<file path="src/rtl/stuck_pkg.sv">
package stuck_pkg;
  localparam int unsigned FAULT_W   = 4;
  localparam int unsigned NUM_WIRES = 5;
  localparam int unsigned NUM_FAULTS = 2 * NUM_WIRES;
  localparam int unsigned VEC_W     = 3;

  typedef enum logic [1:0] {ST_IDLE, ST_RUN, ST_DONE} run_state_t;

  // Forces a wire when the code selects it; otherwise the wire passes its value.
  function automatic logic apply_stuck(input logic val,
                                       input int unsigned wire_id,
                                       input logic [FAULT_W-1:0] code);
    int unsigned c;
    c = int'(code);
    if (c >= 1 && c <= NUM_FAULTS && ((c + 1) / 2) == wire_id)
      return ~code[0];
    return val;
  endfunction
endpackage

</file>
<file path="src/rtl/stuck_cut.sv">
module stuck_cut
  import stuck_pkg::*;
(
  input  logic [VEC_W-1:0]   vec,
  input  logic [FAULT_W-1:0] code,
  output logic               y
);
  logic [NUM_WIRES:1] w;

  always_comb begin
    w[1] = apply_stuck(vec[2], 1, code);
    w[2] = apply_stuck(vec[1], 2, code);
    w[3] = apply_stuck(vec[0], 3, code);
    w[4] = apply_stuck(w[1] & w[2], 4, code);
    w[5] = apply_stuck(w[4] | w[3], 5, code);
  end

  assign y = w[5];
endmodule

</file>
<file path="src/rtl/vector_rom.sv">
module vector_rom
  import stuck_pkg::*;
#(
  parameter int unsigned NUM_VEC = 4,
  parameter int unsigned IDX_W   = 2,
  parameter logic [NUM_VEC*VEC_W-1:0] VEC_LIST = {3'b110, 3'b100, 3'b011, 3'b010},
  parameter logic [NUM_VEC-1:0]       EXP_LIST = 4'b1010
)(
  input  logic [IDX_W-1:0] idx,
  output logic [VEC_W-1:0] vec,
  output logic             exp_y
);
  logic [VEC_W-1:0] vec_arr [NUM_VEC];

  for (genvar i = 0; i < NUM_VEC; i++) begin : g_unpack
    assign vec_arr[i] = VEC_LIST[i*VEC_W +: VEC_W];
  end

  assign vec   = vec_arr[idx];
  assign exp_y = EXP_LIST[idx];
endmodule

</file>
<file path="src/rtl/run_sequencer.sv">
module run_sequencer
  import stuck_pkg::*;
#(
  parameter int unsigned NUM_VEC = 4,
  parameter int unsigned IDX_W   = 2
)(
  input  logic               clk,
  input  logic               rst_n,
  input  logic               start,
  input  logic [FAULT_W-1:0] fault_sel,
  input  logic               mismatch,
  output logic [IDX_W-1:0]   vec_idx,
  output logic [FAULT_W-1:0] code,
  output logic               busy,
  output logic               done,
  output logic               detected,
  output logic [IDX_W-1:0]   fail_idx
);
  localparam logic [IDX_W-1:0] LAST_IDX = IDX_W'(NUM_VEC - 1);

  run_state_t         state_q, state_d;
  logic [IDX_W-1:0]   idx_q, idx_d, fidx_q, fidx_d;
  logic [FAULT_W-1:0] code_q, code_d;
  logic               det_q, det_d;
  logic               run_en, load_en;

  assign run_en  = (state_q == ST_RUN);
  assign load_en = (state_q != ST_RUN) && start;

  always_comb begin
    state_d = state_q;
    idx_d   = idx_q;
    code_d  = code_q;
    det_d   = det_q;
    fidx_d  = fidx_q;
    if (run_en) begin
      if (mismatch && !det_q) begin
        det_d  = 1'b1;
        fidx_d = idx_q;
      end
      if (idx_q == LAST_IDX) state_d = ST_DONE;
      else                   idx_d   = idx_q + 1'b1;
    end else if (load_en) begin
      state_d = ST_RUN;
      idx_d   = '0;
      code_d  = fault_sel;
      det_d   = 1'b0;
      fidx_d  = '0;
    end
  end

  always_ff @(posedge clk or negedge rst_n) begin
    if (!rst_n) begin
      state_q <= ST_IDLE;
      idx_q   <= '0;
      code_q  <= '0;
      det_q   <= 1'b0;
      fidx_q  <= '0;
    end else if (run_en || load_en) begin
      state_q <= state_d;
      idx_q   <= idx_d;
      code_q  <= code_d;
      det_q   <= det_d;
      fidx_q  <= fidx_d;
    end
  end

  assign vec_idx  = idx_q;
  assign code     = code_q;
  assign busy     = run_en;
  assign done     = (state_q == ST_DONE);
  assign detected = det_q;
  assign fail_idx = fidx_q;
endmodule

</file>
<file path="src/rtl/fault_test_station.sv">
module fault_test_station
  import stuck_pkg::*;
#(
  parameter int unsigned NUM_VEC = 4,
  localparam int unsigned IDX_W = (NUM_VEC > 1) ? $clog2(NUM_VEC) : 1
)(
  input  logic               clk,
  input  logic               rst_n,
  input  logic               start,
  input  logic [FAULT_W-1:0] fault_sel,
  output logic               busy,
  output logic               done,
  output logic               fault_detected,
  output logic [IDX_W-1:0]   first_fail_index
);
  logic [1:0]         rst_sync;
  logic               rst_int_n;
  logic [IDX_W-1:0]   vec_idx;
  logic [VEC_W-1:0]   cur_vec;
  logic               exp_y, cut_y, mismatch;
  logic [FAULT_W-1:0] act_code;

  always_ff @(posedge clk or negedge rst_n) begin
    if (!rst_n) rst_sync <= 2'b00;
    else        rst_sync <= {rst_sync[0], 1'b1};
  end
  assign rst_int_n = rst_sync[1];

  vector_rom #(.NUM_VEC(NUM_VEC), .IDX_W(IDX_W)) u_rom (
    .idx(vec_idx), .vec(cur_vec), .exp_y(exp_y)
  );

  stuck_cut u_cut (.vec(cur_vec), .code(act_code), .y(cut_y));

  assign mismatch = (cut_y != exp_y);

  run_sequencer #(.NUM_VEC(NUM_VEC), .IDX_W(IDX_W)) u_seq (
    .clk(clk), .rst_n(rst_int_n), .start(start), .fault_sel(fault_sel),
    .mismatch(mismatch), .vec_idx(vec_idx), .code(act_code),
    .busy(busy), .done(done), .detected(fault_detected),
    .fail_idx(first_fail_index)
  );
endmodule

</file>
<file path="config.mk">
export PLATFORM = sky130hd
export DESIGN_NAME = fault_test_station
export DESIGN_NICKNAME = d
export VERILOG_FILES = /design/src/rtl/stuck_pkg.sv /design/src/rtl/stuck_cut.sv /design/src/rtl/vector_rom.sv /design/src/rtl/run_sequencer.sv /design/src/rtl/fault_test_station.sv
export SDC_FILE = /design/constraint.sdc
export NUM_CORES = 1
export LEC_CHECK = 0
export CAP_MARGIN = 20
export CORE_ASPECT_RATIO = 0.7
export CORE_UTILIZATION = 30
export CTS_BUF_LIST = sky130_fd_sc_hd__clkbuf_16
export DETAILED_ROUTE_END_ITERATION = 10
export PLACE_DENSITY_LB_ADDON = 0.15
export SYNTH_ARGS = -nofsm -noshare
export SYNTH_HDL_FRONTEND = slang
export SYNTH_SLANG_ARGS = --single-unit
</file>
<file path="constraint.sdc">
create_clock -name clk -period 1.6 [get_ports clk]
set_clock_uncertainty 0.2 [all_clocks]
set_input_delay 0.16 -clock clk [delete_from_list [all_inputs] [get_ports clk]]
set_output_delay 0.16 -clock clk [all_outputs]
set_load 0.02 [all_outputs]
</file>
==> run_results.csv, run 1 <==
group,metric,value,unit
run_status,status,"finished with violations",
run_status,violations,"hold timing, setup timing",
floorplanning,die_area,0.003890,mm^2
final_layout,nets,177,
drt,wl_met3,73,um
floorplanning,rows,17,
setup_path,worstSetupEndpointType,"register",
drt,postRouteAntennaNets,0,
clock_tree,cts_tree,"yes",
timing,post-route-period-util,159.0,%
grt,antenna_found_initial,0,
floorplanning,ios,12,
drt,drt_iter0_drc,87,
place,io_buffer_count,11,
floorplanning,die_x,74.12,um
floorplanning,initial_utilization,33.13,%
grt,grt_pass1_wl,4816,um
clock_tree,clock_latency,0.24,ns
timing,setup_ws,-0.9437,ns
setup_path,critPathMaxFanout,7,
timing,report.final.slew_viol_count,0,
logic_synthesis,ys_ff_latch,13,
power_and_ir_drop,p_comb_share,71.7,%
final_layout,most-common-layout-cells,"30 x buf_4, 13 x dfrtp_1, 10 x nand2_1",
place,dp_hpwl,2139,um
clock_tree,cts.sinks,13,
logic_synthesis,synthCells,121,
grt,grt_pass1_vias,1036,
floorplanning,die_y,52.49,um
clock_tree,cts_buffer_depth,2,
timing,fin_crit,2.544,ns
final_layout,drive_above_1_share,37.65,%
power_and_ir_drop,power_density,2401,mW/mm^2
place,placed_cell_area,0.001474,mm^2
timing,setup_viol_count_final,3,
timing,hold_viol,11,
drt,firstDrtPassIters,4,
logic_synthesis,syn_area,0.001092,mm^2
final_layout,area_growth,46.62,%
final_layout,fillers,323,
logic_synthesis,postSynthAreaPerCell,9.027,um^2
clock_tree,cts-buffers-inserted,3,
power_and_ir_drop,power.internal,2.258,mW
grt,grt_usage,16.57,%
power_and_ir_drop,clock_power_share,12.3,%
logic_synthesis,synth_area_leaders,"dfrtp_1 30%, ha_1 8.0%, o21ai_0 4.1%",
clock_tree,htree_levels,1,
drt,met1_length,1493,um
final_layout,antenna_cells,0,
drt,top_layer,"met4",
timing,rsz0062_at_grt,"true",
power_and_ir_drop,p_leak,0.7111,nW
drt,wl_per_cell,12.98,um
drt,routed_wl,2713,um
power_and_ir_drop,peakVddDrop,0.0008882,V
setup_path,startpoint_type,"register",
logic_synthesis,ys_seq_area_share,29.78,%
power_and_ir_drop,switching_power,1.588,mW
setup_path,worstPathRequired,1.58,ns
setup_path,r2r_slack,-0.94,ns
worst_hold_path,hp-class,"register to async pin",
final_layout,mostFrequentLayoutCell,"buf_4",
setup_path,arrival,2.52,ns
final_layout,design_area,0.001602,mm^2
job,drv_cap,0,
logic_synthesis,synth-main-ff-cell,"dfrtp_1",
logic_synthesis,synth_edf_count,0,
grt,grt.overflow.total,0,
place,gp_congestion,0.8575,
grt,grt_max_degree,14,
clock_tree,cts.reportedPaths.clkPinSlew,0.05,ns
power_and_ir_drop,switching_share,41.29,%
setup_path,worst-setup-path-type,"register to register",
power_and_ir_drop,p_seq_share,16.0,%
logic_synthesis,synthesis.nets,135,
drt,routed-wl-met2,1136,um
drt,drc,0,
drt,vias,1021,
floorplanning,core_area,0.003297,mm^2
logic_synthesis,synth_top_area_share,29.78,%
logic_synthesis,async_flop_share,100.0,%
timing,fin_hold_ws,-0.01315,ns
logic_synthesis,synth_top_cell_by_area,"dfrtp_1",
timing,fmax,393.1,MHz
logic_synthesis,synth_cell_types,43,
logic_synthesis,yosysWarnings,0,
clock_tree,cts_root_buf,"clkbuf_16",
drt,viasPerCell,4.885,
registers in the layout, indices dropped and copies added (netlist names):
register and flops:
u_seq.state_q 2, u_seq.detected 1, u_seq.fail_idx 2, u_seq.code 4, u_seq.vec_idx 2, rst_sync 2
cell type report:
class,instances,area [um^2],area share [%]
sequential,13,325.3,20.31
multi-input combinational,90,719.4,44.92
clock inverter,1,5.005,0.3125
inverter,10,42.54,2.656
clock buffer,3,75.07,4.687
timing repair buffer,45,375.4,23.44
tap,47,58.81,3.672
what timing repair did:
item | CTS | global route
endpoints found under the setup margin | 6 | 3
pin swaps | 2 | 1
hold endpoints to repair | 2 | 0
hold buffers | 1 | 0
resized for setup | 11 | 2
setup buffers | 0 | 0
worst max-delay path, stage by stage (launching register included):
cell and delay (ns):
dfrtp_1 0.39, ha_2 0.24, buf_4 0.15, nor2b_4 0.12, nand3_1 0.11, and3_1 0.19, a311oi_2 0.35, a21boi_4 0.11
buf_6 0.14, or4_4 0.40, nand3_1 0.08
kinds of logic (layout without fill, tap and decap cells):
logic type      count (synthesis)  after routing  synth area share (%)
buf+inv                        18             59                 8.934
mux                             6              6                 5.956
other cells                     1              1                0.3433
compound gates                 29             29                 21.08
flops                          13             13                 29.78
simple gates                   47             47                 25.89
fa+ha+maj                       7              7                 8.018
routing by layer:
metal  track usage, %  vias up
li1                 -      514
met1            24.32      485
met2            25.30       20
met3            2.885        2
met4            3.205        0
met5                0        -
power by group through the flow:
stage	sequential [mW]	combinational (mW)	clock [mW]
2_1_floorplan	0.596	1.70	0
3_3_place_gp	0.607	2.56	0
3_5_place_dp	0.612	2.60	0
4_1_cts	0.612	2.72	0.482
5_1_grt	0.636	3.03	0.496
6_report	0.615	2.76	0.474
cells in the mapped netlist (all sizes together), types with 3 or more instances:
cell type and count:
inv 10, ha 7, buf 7, o21ai 9, nand3 6, o22ai 3
nand4 3, mux2 4, nand2 10, nand2b 5, nor2 6, a211oi 3
dfrtp 13, o31ai 3
worst paths after layout:
check	cells past startpoint	endpoint	from
setup / recovery	10	u_seq.detected	u_seq.code[0]
hold / removal	0	u_seq.code[3]	rst_sync[1]
min in group clk	0	rst_sync[1]	rst_sync[0]
setup reg to reg	10	u_seq.detected	u_seq.code[0]
max in group asynchronous	2	rst_sync[0]	rst_n
hold reg to reg	0	u_seq.code[3]	rst_sync[1]
per-stage QoR:
stage	util, %	setup TNS (ns)	cells	setup slack, ns	power [mW]
after floorplan	-	-2.354	121	-0.8981	2.292
after global placement	44.71	-2.767	204	-0.9779	3.163
after detailed placement	44.71	-2.886	204	-1.022	3.209
after CTS	48.46	-2.713	209	-0.9507	3.817
after global routing	48.58	-3.095	209	-1.090	4.163
final	48.58	-2.703	209	-0.9437	3.845
No activity file was read; power rests on OpenSTA's default activity.
==> run 2: changes to the inputs <==
==> constraint.sdc (replaced) <==
create_clock -name clk -period 2.4 [get_ports clk]
set_clock_uncertainty 0.2 [all_clocks]
set_input_delay 0.24 -clock clk [delete_from_list [all_inputs] [get_ports clk]]
set_output_delay 0.24 -clock clk [all_outputs]
set_load 0.02 [all_outputs]
==> run_results.csv, run 2 (synthesis results as in run 1) <==
group,metric,value,unit
clock_tree,cts-buffers-inserted,3,
timing,report.final.slew_viol_count,0,
clock_tree,cts_tree,"yes",
clock_tree,cts_root_buf,"clkbuf_16",
floorplanning,ios,12,
run_status,violations,"hold timing, setup timing",
timing,fin_hold_ws,-0.01166,ns
drt,drc,0,
timing,rsz0062_at_grt,"true",
clock_tree,cts.reportedPaths.clkPinSlew,0.05,ns
grt,antenna_found_initial,0,
drt,postRouteAntennaNets,0,
timing,setup_ws,-0.1549,ns
place,gp_congestion,0.8455,
job,drv_cap,0,
power_and_ir_drop,p_comb_share,72.9,%
drt,vias,1025,
place,dp_slack,-0.2110,ns
place,dp_hpwl,2107,um
final_layout,fillers,315,
floorplanning,die_area,0.003890,mm^2
timing,fmax,391.4,MHz
drt,drt_iter0_drc,52,
timing,hold_viol,11,
grt,grt_pass1_wl,4754,um
grt,grt.overflow.total,0,
place,place_inst,194,
setup_path,startpoint_type,"register",
floorplanning,die_x,74.12,um
power_and_ir_drop,p_seq_share,15.1,%
drt,routed_wl,2663,um
power_and_ir_drop,switching_power,1.078,mW
run_status,status,"finished with violations",
clock_tree,clock_latency,0.24,ns
worst_hold_path,hp-class,"register to async pin",
drt,wl_per_cell,12.99,um
setup_path,r2r-end,"u_seq.detected",
final_layout,finalNonFillerCells,205,
setup_path,arrival,2.53,ns
final_layout,antenna_cells,0,
floorplanning,initial_utilization,33.13,%
timing,setup_viol_count_final,2,
setup_path,worst-setup-path-type,"register to register",
timing,fin_crit,2.555,ns
drt,viasPerCell,5.000,
clock_tree,cts_buffer_depth,2,
floorplanning,core_area,0.003297,mm^2
power_and_ir_drop,peakVddDrop,0.0006021,V
grt,grt_max_degree,12,
final_layout,area_growth,45.70,%
power_and_ir_drop,clock_power_share,12.0,%
final_layout,fin_util,48.27,%
final_layout,most-common-layout-cells,"26 x buf_4, 12 x dfrtp_1, 11 x clkdlybuf4s50_1",
final_layout,drive_above_1_share,37.34,%
setup_path,r2r_start,"u_seq.code[0]",
final_layout,mostFrequentLayoutCell,"buf_4",
floorplanning,rows,17,
power_and_ir_drop,power_density,1661,mW/mm^2
setup_path,worstPathRequired,2.38,ns
setup_path,worstSetupEndpointType,"register",
drt,firstDrtPassIters,4,
place,io_buffer_count,11,
setup_path,r2r_slack,-0.15,ns
power_and_ir_drop,switching_share,40.78,%
setup_path,critPathMaxFanout,6,
grt,grt_usage,16.06,%
power_and_ir_drop,power.internal,1.566,mW
setup_path,reg2reg_depth,10,
grt,grt_pass1_vias,1026,
final_layout,largest_reg_flops,4,
clock_tree,cts.sinks,13,
clock_tree,htree_levels,1,
floorplanning,die_y,52.49,um
final_layout,nets,173,
power_and_ir_drop,total_power,2.644,mW
power_and_ir_drop,p_leak,0.6937,nW
timing,post-route-period-util,106.5,%
-- run 2: critical path: stages, from the launching register on --
cell and delay [ns]:
dfrtp_2 0.43, buf_6 0.14, ha_1 0.21, nor3b_2 0.22, o22ai_2 0.14, buf_4 0.15
a311oi_2 0.22, buf_4 0.16, a21boi_4 0.07, or4_1 0.46, nand3_1 0.08
-- run 2: how the worst max path moves through the flow --
stage                              from                 to  cells past startpoint
after global placement    u_seq.code[0]     u_seq.detected                      9
after detailed placement  u_seq.code[0]     u_seq.detected                      9
after global routing      u_seq.code[0]     u_seq.detected                     10
after CTS                 u_seq.code[0]  u_seq.fail_idx[1]                     10
after floorplan           u_seq.code[1]  u_seq.fail_idx[1]                     11
final                     u_seq.code[0]     u_seq.detected                     10
-- run 2: cell type report --
type	count	area (um^2)	share of cell area [%]
clock buffers	3	75.07	4.717
clock inverters	1	5.005	0.3145
inverters	10	42.54	2.673
multi-input cells	90	734.5	46.15
flip-flops and latches	13	326.6	20.52
well taps	47	58.81	3.695
repair buffers	41	349.1	21.93
-- run 2: through the flow --
step                 TNS, ns  instance area [um^2]
floorplan           -0.09815                  1131
global route         -0.6630                  1592
detailed placement   -0.4320                  1399
CTS                  -0.2477                  1525
finish               -0.2891                  1592
global placement     -0.4196                  1399
-- run 2: repair_timing --
item                       CTS  global route
pin swaps                    6             5
hold buffers                 1             0
setup endpoints to repair    3             3
resized for setup            3            10
hold endpoints to repair     2             0
setup buffers                3             3
-- run 2: power groups by stage --
stage / clock, mW / sequential [mW] / combinational [mW]
floorplan: 0 / 0.397 / 1.13
global placement: 0 / 0.388 / 1.67
detailed placement: 0 / 0.389 / 1.68
CTS: 0.329 / 0.389 / 1.78
global route: 0.335 / 0.416 / 2.12
finish: 0.317 / 0.400 / 1.93
-- run 2: per-layer routing --
metal | GRT usage, % | share of wire (%) | routed length (um) | vias up
met3 | 3.269 | 4.1 | 110 | 2
met1 | 23.56 | 53 | 1402 | 494
met5 | 0 | 0 | 0 | -
li1 | - | - | - | 508
met4 | 1.923 | 0.30 | 8 | 0
met2 | 24.70 | 43 | 1141 | 21
==> run 3: changes to the inputs <==
--- a/config.mk
+++ b/config.mk
@@ -7,10 +7,12 @@
 export LEC_CHECK = 0
 export CAP_MARGIN = 20
 export CORE_ASPECT_RATIO = 0.7
+export CORE_MARGIN = 3
 export CORE_UTILIZATION = 30
 export CTS_BUF_LIST = sky130_fd_sc_hd__clkbuf_16
 export DETAILED_ROUTE_END_ITERATION = 10
 export PLACE_DENSITY_LB_ADDON = 0.15
+export REMOVE_ABC_BUFFERS = 1
 export SYNTH_ARGS = -nofsm -noshare
 export SYNTH_HDL_FRONTEND = slang
 export SYNTH_SLANG_ARGS = --single-unit
==> run_results.csv, run 3 (synthesis results as in run 1) <==
group,metric,value,unit
run_status,status,"finished with violations",
run_status,violations,"hold timing, setup timing",
final_layout,mostFrequentLayoutCell,"buf_4",
final_layout,fin_util,49.17,%
final_layout,nets,175,
clock_tree,cts.sinks,13,
worst_hold_path,hp-class,"register to async pin",
job,drv_cap,0,
grt,grt.overflow.total,0,
floorplanning,die_area,0.004413,mm^2
clock_tree,cts-buffers-inserted,3,
timing,hold_viol,5,
final_layout,most-common-layout-cells,"28 x buf_4, 11 x clkdlybuf4s50_1, 11 x dfrtp_1",
final_layout,antenna_cells,0,
timing,fin_hold_ws,-0.003484,ns
drt,wl_per_cell,13.45,um
power_and_ir_drop,p_leak,0.7036,nW
floorplanning,initial_utilization,32.92,%
drt,drc,0,
grt,use_met3,3.846,%
grt,busiest_layer,"met2",
clock_tree,clock_latency,0.24,ns
drt,viasPerCell,4.928,
final_layout,finalNonFillerCells,207,
grt,grt_use_met1,17.29,%
grt,grt_usage,12.61,%
timing,report.final.slew_viol_count,0,
place,place_inst,194,
timing,fin_crit,2.641,ns
grt,antenna_found_initial,0,
power_and_ir_drop,peakVddDrop,0.0005523,V
drt,postRouteAntennaNets,0,
drt,drt_iter0_drc,38,
drt,routed_wl,2785,um
place,dp_hpwl,1965,um
grt,grt_pass1_wl,4457,um
grt,use_met2,19.76,%
setup_path,worst-setup-path-type,"register to register",
power_and_ir_drop,switching_share,40.96,%
timing,setup_viol_count_final,3,
place,gp_congestion,0.8190,
power_and_ir_drop,clock_power_share,11.6,%
setup_path,arrival,2.56,ns
timing,post-route-period-util,110.1,%
floorplanning,die_y,56.49,um
power_and_ir_drop,p_comb_share,72.7,%
floorplanning,die_x,78.12,um
setup_path,worstPathRequired,2.32,ns
setup_path,startpoint_type,"register",
grt,grt_pass1_vias,964,
power_and_ir_drop,switching_power,1.146,mW
floorplanning,core_area,0.003318,mm^2
power_and_ir_drop,power_density,1715,mW/mm^2
clock_tree,cts.reportedPaths.clkPinSlew,0.05,ns
floorplanning,rows,17,
clock_tree,cts_tree,"yes",
place,io_buffer_count,11,
floorplanning,ios,12,
final_layout,largest_reg_flops,4,
power_and_ir_drop,total_power,2.798,mW
setup_path,critPathMaxFanout,6,
place,dp_slack,-0.2941,ns
clock_tree,cts_buffer_depth,2,
clock_tree,cts_root_buf,"clkbuf_16",
drt,firstDrtPassIters,4,
setup_path,worstSetupEndpointType,"register",
timing,rsz0062_at_grt,"true",
power_and_ir_drop,power.internal,1.652,mW
grt,grt_max_degree,13,
final_layout,area_growth,49.37,%
timing,fmax,378.6,MHz
final_layout,drive_above_1_share,40.00,%
timing,setup_ws,-0.2414,ns
clock_tree,htree_levels,1,
drt,vias,1020,
power_and_ir_drop,p_seq_share,15.7,%
[run 3: timing repair]
action / 4_1_cts / 5_1_grt
gates resized for setup: 15 / 11
pin swaps: 9 / 11
endpoints found under the hold margin: 2 / 0
gates cloned: 0 / 0
hold buffers: 1 / 0
setup buffers: 2 / 6
setup endpoints to repair: 3 / 3
[run 3: path summary, 6_finish.rpt]
kind	startpoint	cells after the start	slack, ns	end
max	u_seq.code[1]	11	-0.24	u_seq.fail_idx[1]
min	rst_sync[1]	0	-0.003	u_seq.vec_idx[0]
max reg2reg	u_seq.code[1]	11	-0.24	u_seq.fail_idx[1]
min reg2reg	rst_sync[1]	0	-0.003	u_seq.vec_idx[0]
max in group asynchronous	rst_n	2	1.38	rst_sync[1]
min in group clk	rst_sync[0]	0	0.16	rst_sync[1]
[run 3: metal layers]
layer / routed length (um) / part of all wire, % / up-vias
met5: 0 / 0 / -
met4: 12 / 0.43 / 0
met3: 123 / 4.4 / 2
met2: 1285 / 46 / 22
met1: 1363 / 49 / 485
li1: - / - / 511
[run 3: metrics by stage]
stage / setup TNS [ns] / instance area (um^2)
floorplan: -0.5447 / 1032
global placement: -0.6614 / 1374
detailed placement: -0.7031 / 1374
CTS: -0.5040 / 1541
global route: -0.8503 / 1632
finish: -0.5227 / 1632
[run 3: cell type report]
type / instances / area (um^2)
fillers: 322 / 1687
clock inverters: 1 / 5.005
multi-input cells: 90 / 760.7
flip-flops and latches: 13 / 327.8
well taps: 47 / 58.81
clock buffers: 3 / 75.07
inverters: 10 / 40.04
repair buffers: 43 / 364.1
[run 3: critical path, cell delays in order, from the launching register on]
cell,delay (ns)
dfrtp_2,0.41
inv_2,0.06
buf_6,0.11
ha_4,0.29
buf_6,0.12
inv_4,0.04
o32ai_4,0.28
nor2_2,0.07
a311oi_2,0.29
a21boi_4,0.29
mux2i_1,0.25
a211oi_2,0.09
[run 3: power groups by stage]
| stage | Sequential, mW | Clock [mW] | Combinational [mW] |
|---|---|---|---|
| final | 0.440 | 0.324 | 2.03 |
| after global routing | 0.453 | 0.341 | 2.21 |
| after CTS | 0.425 | 0.328 | 1.76 |
| after detailed placement | 0.425 | 0 | 1.55 |
| after global placement | 0.420 | 0 | 1.55 |
| after floorplan | 0.458 | 0 | 0.874 |
